**src/rtl/sema_pkg.sv**
```systemverilog
package sema_pkg;

  localparam logic [1:0] OWN_FREE = 2'b00;
  localparam logic [1:0] OWN_A    = 2'b01;
  localparam logic [1:0] OWN_B    = 2'b10;
  localparam logic [1:0] OWN_KEEP = 2'b11;

  localparam int N_PERIPH  = 3;
  localparam int GPIO_ADDR = 3;
  localparam int GEN_BASE  = 4;

  // Next owner of one field, given the winning write code.
  function automatic logic [1:0] sem_next(logic [1:0] cur, logic hit, logic [1:0] code);
    if (!hit || code == OWN_KEEP) return cur;
    if (cur == OWN_FREE) return code;
    return (code == OWN_FREE) ? OWN_FREE : cur;
  endfunction

  // Register address that holds flat field i.
  function automatic int sem_reg(int i, int ngpio);
    if (i < N_PERIPH) return i;
    if (i < N_PERIPH + ngpio) return GPIO_ADDR;
    return GEN_BASE + (i - N_PERIPH - ngpio);
  endfunction

  // Bit position of flat field i inside its register.
  function automatic int sem_lsb(int i, int ngpio);
    if (i >= N_PERIPH && i < N_PERIPH + ngpio) return 2 * (i - N_PERIPH);
    return 0;
  endfunction

endpackage

```
**src/rtl/sema_cell.sv**
```systemverilog
module sema_cell
  import sema_pkg::*;
(
  input  logic       clk,
  input  logic       rst_n,
  input  logic       a_hit,
  input  logic [1:0] a_code,
  input  logic       b_hit,
  input  logic [1:0] b_code,
  output logic [1:0] owner,
  output logic [1:0] prev
);

  logic [1:0] own_q, prev_q, sel_code, nxt;
  logic       sel_hit, chg;

  always_comb begin
    sel_hit  = a_hit | b_hit;
    sel_code = a_hit ? a_code : b_code;
    nxt      = sem_next(own_q, sel_hit, sel_code);
    chg      = (nxt != own_q);
  end

  always_ff @(posedge clk or negedge rst_n) begin
    if (!rst_n) begin
      own_q  <= OWN_FREE;
      prev_q <= OWN_FREE;
    end else if (chg) begin
      prev_q <= own_q;
      own_q  <= nxt;
    end
  end

  assign owner = own_q;
  assign prev  = prev_q;

  AST_NEVER_KEEP: assert property (@(posedge clk) disable iff (!rst_n)
    own_q != OWN_KEEP);
  AST_HELD_RELEASE_ONLY: assert property (@(posedge clk) disable iff (!rst_n)
    (own_q != OWN_FREE) |=> (own_q == $past(own_q) || own_q == OWN_FREE));
  AST_A_PRIORITY: assert property (@(posedge clk) disable iff (!rst_n)
    (own_q == OWN_FREE && a_hit && b_hit) |=> (own_q == $past(a_code)));
  AST_PREV_ON_CHANGE: assert property (@(posedge clk) disable iff (!rst_n)
    chg |=> (prev_q == $past(own_q)));
  AST_PREV_HOLD: assert property (@(posedge clk) disable iff (!rst_n)
    !chg |=> $stable(prev_q));

endmodule

```
**src/rtl/sema_status.sv**
```systemverilog
module sema_status
  import sema_pkg::*;
#(
  parameter int NGEN   = 12,
  parameter int NGPIO  = 5,
  parameter int DATA_W = 32,
  parameter int ADDR_W = 5,
  localparam int NSEM    = N_PERIPH + NGPIO + NGEN,
  localparam int NPREV   = (2 * NSEM + DATA_W - 1) / DATA_W,
  localparam int GEN_FLT = N_PERIPH + NGPIO,
  localparam int STAT_P  = GEN_BASE + NGEN,
  localparam int STAT_G  = STAT_P + 1,
  localparam int PREV_B  = STAT_G + 1
) (
  input  logic [ADDR_W-1:0]   rd_addr,
  input  logic [2*NSEM-1:0]   owner,
  input  logic [2*NSEM-1:0]   prev,
  output logic [DATA_W-1:0]   rd_data
);

  logic [NPREV*DATA_W-1:0] prev_pad;

  always_comb begin
    prev_pad = '0;
    prev_pad[2*NSEM-1:0] = prev;
  end

  always_comb begin
    rd_data = '0;
    for (int i = 0; i < NSEM; i++) begin
      if (rd_addr == ADDR_W'(sem_reg(i, NGPIO)))
        rd_data[sem_lsb(i, NGPIO) +: 2] = owner[2*i +: 2];
    end
    if (rd_addr == ADDR_W'(STAT_P)) begin
      rd_data[1:0] = owner[1:0];
      rd_data[5:4] = owner[3:2];
      rd_data[7:6] = owner[2*N_PERIPH +: 2];
      rd_data[9:8] = owner[5:4];
    end
    if (rd_addr == ADDR_W'(STAT_G)) begin
      for (int g = 0; g < NGEN - 1; g++)
        rd_data[2*g +: 2] = owner[2*(GEN_FLT + g) +: 2];
    end
    for (int k = 0; k < NPREV; k++) begin
      if (rd_addr == ADDR_W'(PREV_B + k))
        rd_data = prev_pad[k*DATA_W +: DATA_W];
    end
  end

endmodule

```
**src/rtl/sema_bank.sv**
```systemverilog
module sema_bank
  import sema_pkg::*;
#(
  parameter int NGEN   = 12,
  parameter int NGPIO  = 5,
  parameter int DATA_W = 32,
  parameter int ADDR_W = 5,
  localparam int NSEM  = N_PERIPH + NGPIO + NGEN
) (
  input  logic              clk,
  input  logic              rst_n,
  input  logic              wr_en_a,
  input  logic [ADDR_W-1:0] wr_addr_a,
  input  logic [DATA_W-1:0] wr_data_a,
  input  logic              wr_en_b,
  input  logic [ADDR_W-1:0] wr_addr_b,
  input  logic [DATA_W-1:0] wr_data_b,
  input  logic [ADDR_W-1:0] rd_addr,
  output logic [DATA_W-1:0] rd_data,
  output logic [2*NSEM-1:0] owner_o
);

  logic [2*NSEM-1:0] own_flat, prev_flat;
  logic              unused_wr;

  assign unused_wr = ^{wr_data_a, wr_data_b};

  for (genvar i = 0; i < NSEM; i++) begin : g_sem
    localparam int REG = sem_reg(i, NGPIO);
    localparam int LSB = sem_lsb(i, NGPIO);
    logic [1:0] fa, fb;
    logic       ha, hb;

    assign fa = wr_data_a[LSB +: 2];
    assign fb = wr_data_b[LSB +: 2];
    assign ha = wr_en_a && (wr_addr_a == ADDR_W'(REG)) && (fa != OWN_KEEP);
    assign hb = wr_en_b && (wr_addr_b == ADDR_W'(REG)) && (fb != OWN_KEEP);

    sema_cell u_cell (
      .clk    (clk),
      .rst_n  (rst_n),
      .a_hit  (ha),
      .a_code (fa),
      .b_hit  (hb),
      .b_code (fb),
      .owner  (own_flat[2*i +: 2]),
      .prev   (prev_flat[2*i +: 2])
    );
  end

  sema_status #(
    .NGEN   (NGEN),
    .NGPIO  (NGPIO),
    .DATA_W (DATA_W),
    .ADDR_W (ADDR_W)
  ) u_status (
    .rd_addr (rd_addr),
    .owner   (own_flat),
    .prev    (prev_flat),
    .rd_data (rd_data)
  );

  assign owner_o = own_flat;

  AST_RESET_CLEAR: assert property (@(posedge clk) disable iff (!rst_n)
    $rose(rst_n) |-> (own_flat == '0 && prev_flat == '0));

endmodule

```
**config.mk**
```make
export PLATFORM = sky130hd
export DESIGN_NAME = sema_bank
export DESIGN_NICKNAME = d
export VERILOG_FILES = /design/src/rtl/sema_pkg.sv /design/src/rtl/sema_cell.sv /design/src/rtl/sema_status.sv /design/src/rtl/sema_bank.sv
export SDC_FILE = /design/constraint.sdc
export NUM_CORES = 1
export LEC_CHECK = 0
export BUFFER_PORTS_ARGS = -buffer_cell sky130_fd_sc_hd__buf_4
export CORE_UTILIZATION = 60
export CTS_BUF_LIST = sky130_fd_sc_hd__clkbuf_8
export CTS_CLUSTER_DIAMETER = 80
export CTS_CLUSTER_SIZE = 10
export DETAILED_ROUTE_END_ITERATION = 16
export PLACE_DENSITY_LB_ADDON = 0.15
export SLEW_MARGIN = 20
export SYNTH_ARGS = -nofsm -noshare
export SYNTH_HDL_FRONTEND = slang
export SYNTH_SLANG_ARGS = --single-unit
```
**constraint.sdc**
```tcl
create_clock -name clk -period 6.1 [get_ports clk]
set_input_delay 1.22 -clock clk [delete_from_list [all_inputs] [get_ports clk]]
set_output_delay 1.22 -clock clk [all_outputs]
set_load 0.02 [all_outputs]
```
* Yosys cells after proc, flatten, opt, wreduce, memory -nomap -nowiden
Cells that the tools add are included.
** Storage, ports and cells
- Register bits after elaboration :: 80
- Input port bits :: 83
- Logic and storage cells :: 549
- Output and inout bits :: 72
** Operators by class
- Shifts and indexed selects :: 10
- Reduce and logical (&&, ||, !) cells :: 155
- Add/sub/neg operators :: 5
- Eq/ne operators :: 99
- Mux-type cells :: 220
- Bitwise operators :: 20
** Operators by type and width (number)
- two-way mux 32 bit :: 12
- two-way mux 2 bit :: 137
- negator 32 -> 33 bit :: 5
- variable shift 2 x 33 -> 32 bit (first input constant) :: 5
- indexed part select 2 x 33 -> 32 bit :: 5
- bitwise mux 32 bit :: 5
- == test 5 x 4 -> 1 bit (second input constant) :: 24
- logical NOT 2 bit :: 40
- logical AND 1 bit :: 72
- two-way mux 1 bit :: 61
- == test 5 x 3 -> 1 bit (second input constant) :: 12
- == test 2 bit (second input constant) :: 20
- != test 2 bit :: 20
- == test 5 x 2 -> 1 bit (second input constant) :: 6
- two-way mux 22 bit :: 1
- == test 5 bit (second input constant) :: 4
- logical NOT 1 bit :: 20
- logical OR 1 bit :: 20
- != test 2 bit (second input constant) :: 10
- OR 1 bit :: 20
- == test 5 x 1 -> 1 bit (second input constant) :: 3
- logical NOT 5 bit :: 3
- two-way mux 3 bit :: 2
- two-way mux 6 bit :: 1
- two-way mux 4 bit :: 1

* Longest topological paths before layout
- Depth after elaboration :: 30
- Depth in mapped cells :: 8
- Mapped depth without buffers :: 5

* By module
From an unflattened synthesis, not the netlist that was laid out.
** Second synthesis, totals
- Cells, all modules :: 798
- Area, all modules :: 6651.4 sq um
** Modules (own cells, without submodules)
- sema_cell :: times used 20, area each 262.8 sq um, cells an instance 30, seq. area each 100.1 sq um
- sema_status :: times used 1, area each 964.7 sq um, cells an instance 133, seq. area each 0.0 sq um
- sema_bank :: times used 1, area each 431.7 sq um, cells an instance 65, seq. area each 0.0 sq um

* Worst setup path after synthesis
Ideal clock, no wire load.
- Kind :: input to output
- From :: in rd_addr[2]
- To :: out rd_data[4]
- Stages :: 7
- Slack :: 1.874 ns
- Buffers on the path :: 3
- Required time :: 4.880 ns
- Data arrival time :: 3.006 ns
- Path through :: clkbuf_1 or3b_2 clkbuf_1 nor3_1 clkbuf_1 a22oi_1 a31oi_1
** Between the ends
- Longest elaborated chain between the ends :: 14
- Elaborated cells between the ends (all ways) :: 18
- Classes of those cells :: 5 x eq/ne; 13 x mux
** Ends and longest elaborated chain
- from (decl) :: RTL line sema_bank.sv:18 : input logic [ADDR_W-1:0] rd_addr,
- == test 5 x 2 -> 1 bit :: RTL line sema_status.sv:31 : if (rd_addr == ADDR_W'(sem_reg(i, NGPIO)))
- two-way mux 32 bit :: RTL line sema_status.sv:31
- bitwise mux 32 bit :: RTL line sema_status.sv:32 : rd_data[sem_lsb(i, NGPIO) +: 2] = owner[2*i +: 2];
- two-way mux 32 bit :: RTL line sema_status.sv:31
- bitwise mux 32 bit :: RTL line sema_status.sv:32
- two-way mux 32 bit :: RTL line sema_status.sv:31
- bitwise mux 32 bit :: RTL line sema_status.sv:32
- two-way mux 32 bit :: RTL line sema_status.sv:31
- bitwise mux 32 bit :: RTL line sema_status.sv:32
- two-way mux 32 bit :: RTL line sema_status.sv:31
- two-way mux 6 bit :: RTL line sema_status.sv:34 : if (rd_addr == ADDR_W'(STAT_P)) begin
- two-way mux 22 bit :: RTL line sema_status.sv:40 : if (rd_addr == ADDR_W'(STAT_G)) begin
- two-way mux 32 bit :: RTL line sema_status.sv:45 : if (rd_addr == ADDR_W'(PREV_B + k))
- two-way mux 32 bit * :: RTL line sema_status.sv:45
- to (decl) :: RTL line sema_bank.sv:19 : output logic [DATA_W-1:0] rd_data,
Every way passes the cells marked *; elsewhere a longest branch is shown, timed or not.

* Worst setup path after layout
- From :: in rd_addr[2]
- To :: out rd_data[7]
The elaborated chain is that of the path after synthesis.

==> results by group <==
STA
  – Final worst slack: 1.46 ns
  – Worst rel slew slack: 0.363
  – Slew @ Worst Pin: 0.948 ns
  – Fmax: 215 MHz
  – Clock period minus worst slack: 4.64 ns
  – Hold Fails Final Rpt: 0
  – Fin crit share: 0.761
  – Fin Clk Skew: 0.0147 ns
  – Final Max Slew Viols: 0
  – Unrepaired setup endpoints after global routing: false
  – Setup violations, final: 0
  – Final TNS setup: 0 ns

Clock network
  – TritonCTS clock tree: yes
  – H-tree depth: 3
  – Worst skew pair latency: 0.37 ns
  – Clock root buffer master: clkbuf_8
  – Total CTS buffers: 9
  – Number of clock sinks: 80
  – Clk slew on worst S/H paths: 0.08 ns
  – Post-CTS Resized: 0
  – Longest Clk Path Bufs: 2
  – Postcts setup bufs: 0
  – Hold_buf cts: 0

Worst hold path
  – Hold Path Sink: g_sem[1].u_cell.prev[1]$_DFFE_PN0P_
  – Worst hold start: g_sem[1].u_cell.prev[1]$_DFFE_PN0P_
  – Worst Hold Depth: 1
  – Hold Path Class: flip-flop to flip-flop

Power
  – Clock Power Share: 0.242
  – Standby leakage power: 3.12 nW
  – Sw frac: 0.397
  – P_int: 1.03 mW
  – Switching power: 0.676 mW
  – PwrDens: 237 mW/mm^2
  – Max VDD drop: 176 uV
  – Seq pwr share: 0.462
  – Power share of the combinational group: 0.297

Finish
  – Layout cells sized above 1: 0.219
  – Synth-to-layout area growth: 17.3%
  – Final instance area: 0.00719 sq mm
  – Final std cells w/o fill: 951
  – Ant. Diodes: 0
  – Final Net Count: 896

Yosys
  – Top cells by area, synth: dfrtp_1 (33%), a21oi_1 (4.5%), a31oi_1 (3.6%), mux2i_1 (3.4%), nor2_1 (3.2%)
  – Post-synth top area cell: dfrtp_1
  – Netlist cell types: 78
  – Mapped cell area: 0.00613 sq mm
  – Synth cell count leaders: dfrtp_1 (80), a21oi_1 (55), nor2_1 (53), nand2_1 (46), a31oi_1 (35)
  – Avg Synthesized Cell Area: 8.35 sq um
  – Register area share after synthesis: 0.327
  – Post-synth top flop: dfrtp_1
  – Synth top area share: 0.327
  – Yosys reg bits: 80
  – Cells after synthesis: 734
  – Syn Nets: 817
  – Fraction of registers with async set/reset: 1.00
  – Yosys Warn Count: 0
  – Most frequent cell after synthesis: dfrtp_1
  – Post-synth EDFFs: 0

Worst setup path
  – CP Cell Sequence: buf_4 > or3b_2 > nor3_2 > buf_4 > a22oi_1 > a31oi_1 > buf_4
  – Reg2reg path depth: 3
  – FF-to-FF setup slack: 4.61 ns
  – Startpoint class of the critical path: input port
  – Worst setup path category: input port to primary output
  – Critical Path RT: 4.88 ns
  – R2R Path End: g_sem[14].u_cell.prev[0]$_DFFE_PN0P_
  – CP Capture Type: primary output
  – Critical-path maximum fanout: 17
  – Slowest stage delay, CP: 0.58 ns
  – Worst Path Arrival: 3.42 ns
  – Origin of the critical flop-to-flop path: g_sem[14].u_cell.owner[1]$_DFFE_PN0P_
  – Critical path's slowest cell: or3b_2
  – Critical path's most frequent cell: buf_4

Placed design
  – Pre-CTS setup slack: 1.49 ns
  – DP Area: 0.00696 sq mm
  – Detailed Place HPWL: 15500 microns
  – PortBufs: 110
  – Placed cell count: 934
  – Placer congestion estimate: 0.961

Floorplanning
  – Core Area: 0.00982 sq mm
  – Die area: 0.0106 sq mm
  – Site row count: 36
  – Ports: 155
  – Initial Util: 0.624
  – Die width: 103 microns
  – Die Ht: 103 microns

Detailed routing
  – Routed WL per cell: 22.4 microns
  – Via density per instance: 7.08
  – Final wirelength: 21300 microns
  – Via count: 6731
  – Detailed-route DRC error count: 0
  – First DRT Iteration DRCs: 695
  – Antenna Nets Post-Route: 0
  – First drt pass iteration count: 6

Global routing
  – Largest net degree at the start of global routing: 81
  – Initial antenna violation count: 1
  – First-pass GRT wire length: 32900 microns
  – GRT Residual Overflow: 0
  – GRT Util Overall: 0.413
  – Vias in the first global route: 6227

Flow run
  – # Max-Cap Violations: 0

Outcome
  – Status: complete, no violations
final cells by class:
cell class	count	area, sq um
fill	787	2630
multi-input combinational	578	3830
timing repair buffer	115	883
inverter	29	109
clock inverter	6	60.1
sequential	80	2000
clock buffer	10	138
tap	133	166
power groups by stage:
stage | clock [mW] | sequential, mW | combinational (mW)
floorplan | 0 | 0.773 | 0.256
finish | 0.411 | 0.786 | 0.505
global placement | 0 | 0.777 | 0.476
CTS | 0.407 | 0.777 | 0.496
detailed placement | 0 | 0.786 | 0.494
global route | 0.432 | 0.795 | 0.546
through the flow:
step	hold slack [ns]	util	power, mW
6_report	0.519	0.732	1.70
5_1_grt	0.536	0.732	1.77
4_1_cts	0.516	0.729	1.68
3_5_place_dp	0.490	0.709	1.28
3_3_place_gp	0.491	0.709	1.25
2_1_floorplan	0.466	-	1.03
critical path: cells and delay by family:
kind,cells,cell delay [ns]
buffers and inverters,3,0.69
AND/OR/NAND/NOR,2,1.11
AO/OA/AOI/OAI,2,0.40
metal layers:
layer,vias up,GRT usage,wire length (microns)
li1,2974,-,-
met1,3213,0.530,8190
met2,454,0.647,9840
met3,88,0.0908,2170
met4,2,0.234,1090
met5,-,0,14
state kept, by name (all words and copies together), names as in the netlist:
register            cells
g_sem.u_cell.owner     40
g_sem.u_cell.prev      40
placed cells by master (no fill, tap or decap), drive strengths merged, types with 13 or more instances in the layout:
cell type    n
a21oi       56
a22o        15
a22oi       17
a31oi       35
and2        25
buf        115
dfrtp       80
inv         30
mux2i       22
nand2       46
nand3       29
nor2        54
nor3        37
nor4        13
o21a        14
o21ai       34
or3b        20
how the worst max path moves through the flow:
| stage | from | endpoint | slack, ns | depth (start not counted) |
|---|---|---|---|---|
| floorplan | rd_addr[2] | rd_data[4] | 1.87 | 7 |
| detailed placement | rd_addr[2] | rd_data[6] | 1.49 | 7 |
| CTS | rd_addr[2] | rd_data[6] | 1.49 | 7 |
| global placement | rd_addr[2] | rd_data[4] | 1.52 | 6 |
| global route | rd_addr[2] | rd_data[4] | 1.39 | 6 |
| finish | rd_addr[2] | rd_data[7] | 1.46 | 7 |
logic make-up after synthesis:
family,Yosys count,share of synthesized area
DFF,80,0.327
muxes,28,0.0513
xor gates and xnor gates,5,0.00715
buffers and inverters,76,0.0494
and+or+nand+nor,279,0.260
AOI/OAI and AO/OA,266,0.305
Power figures use the tool's default switching activity.
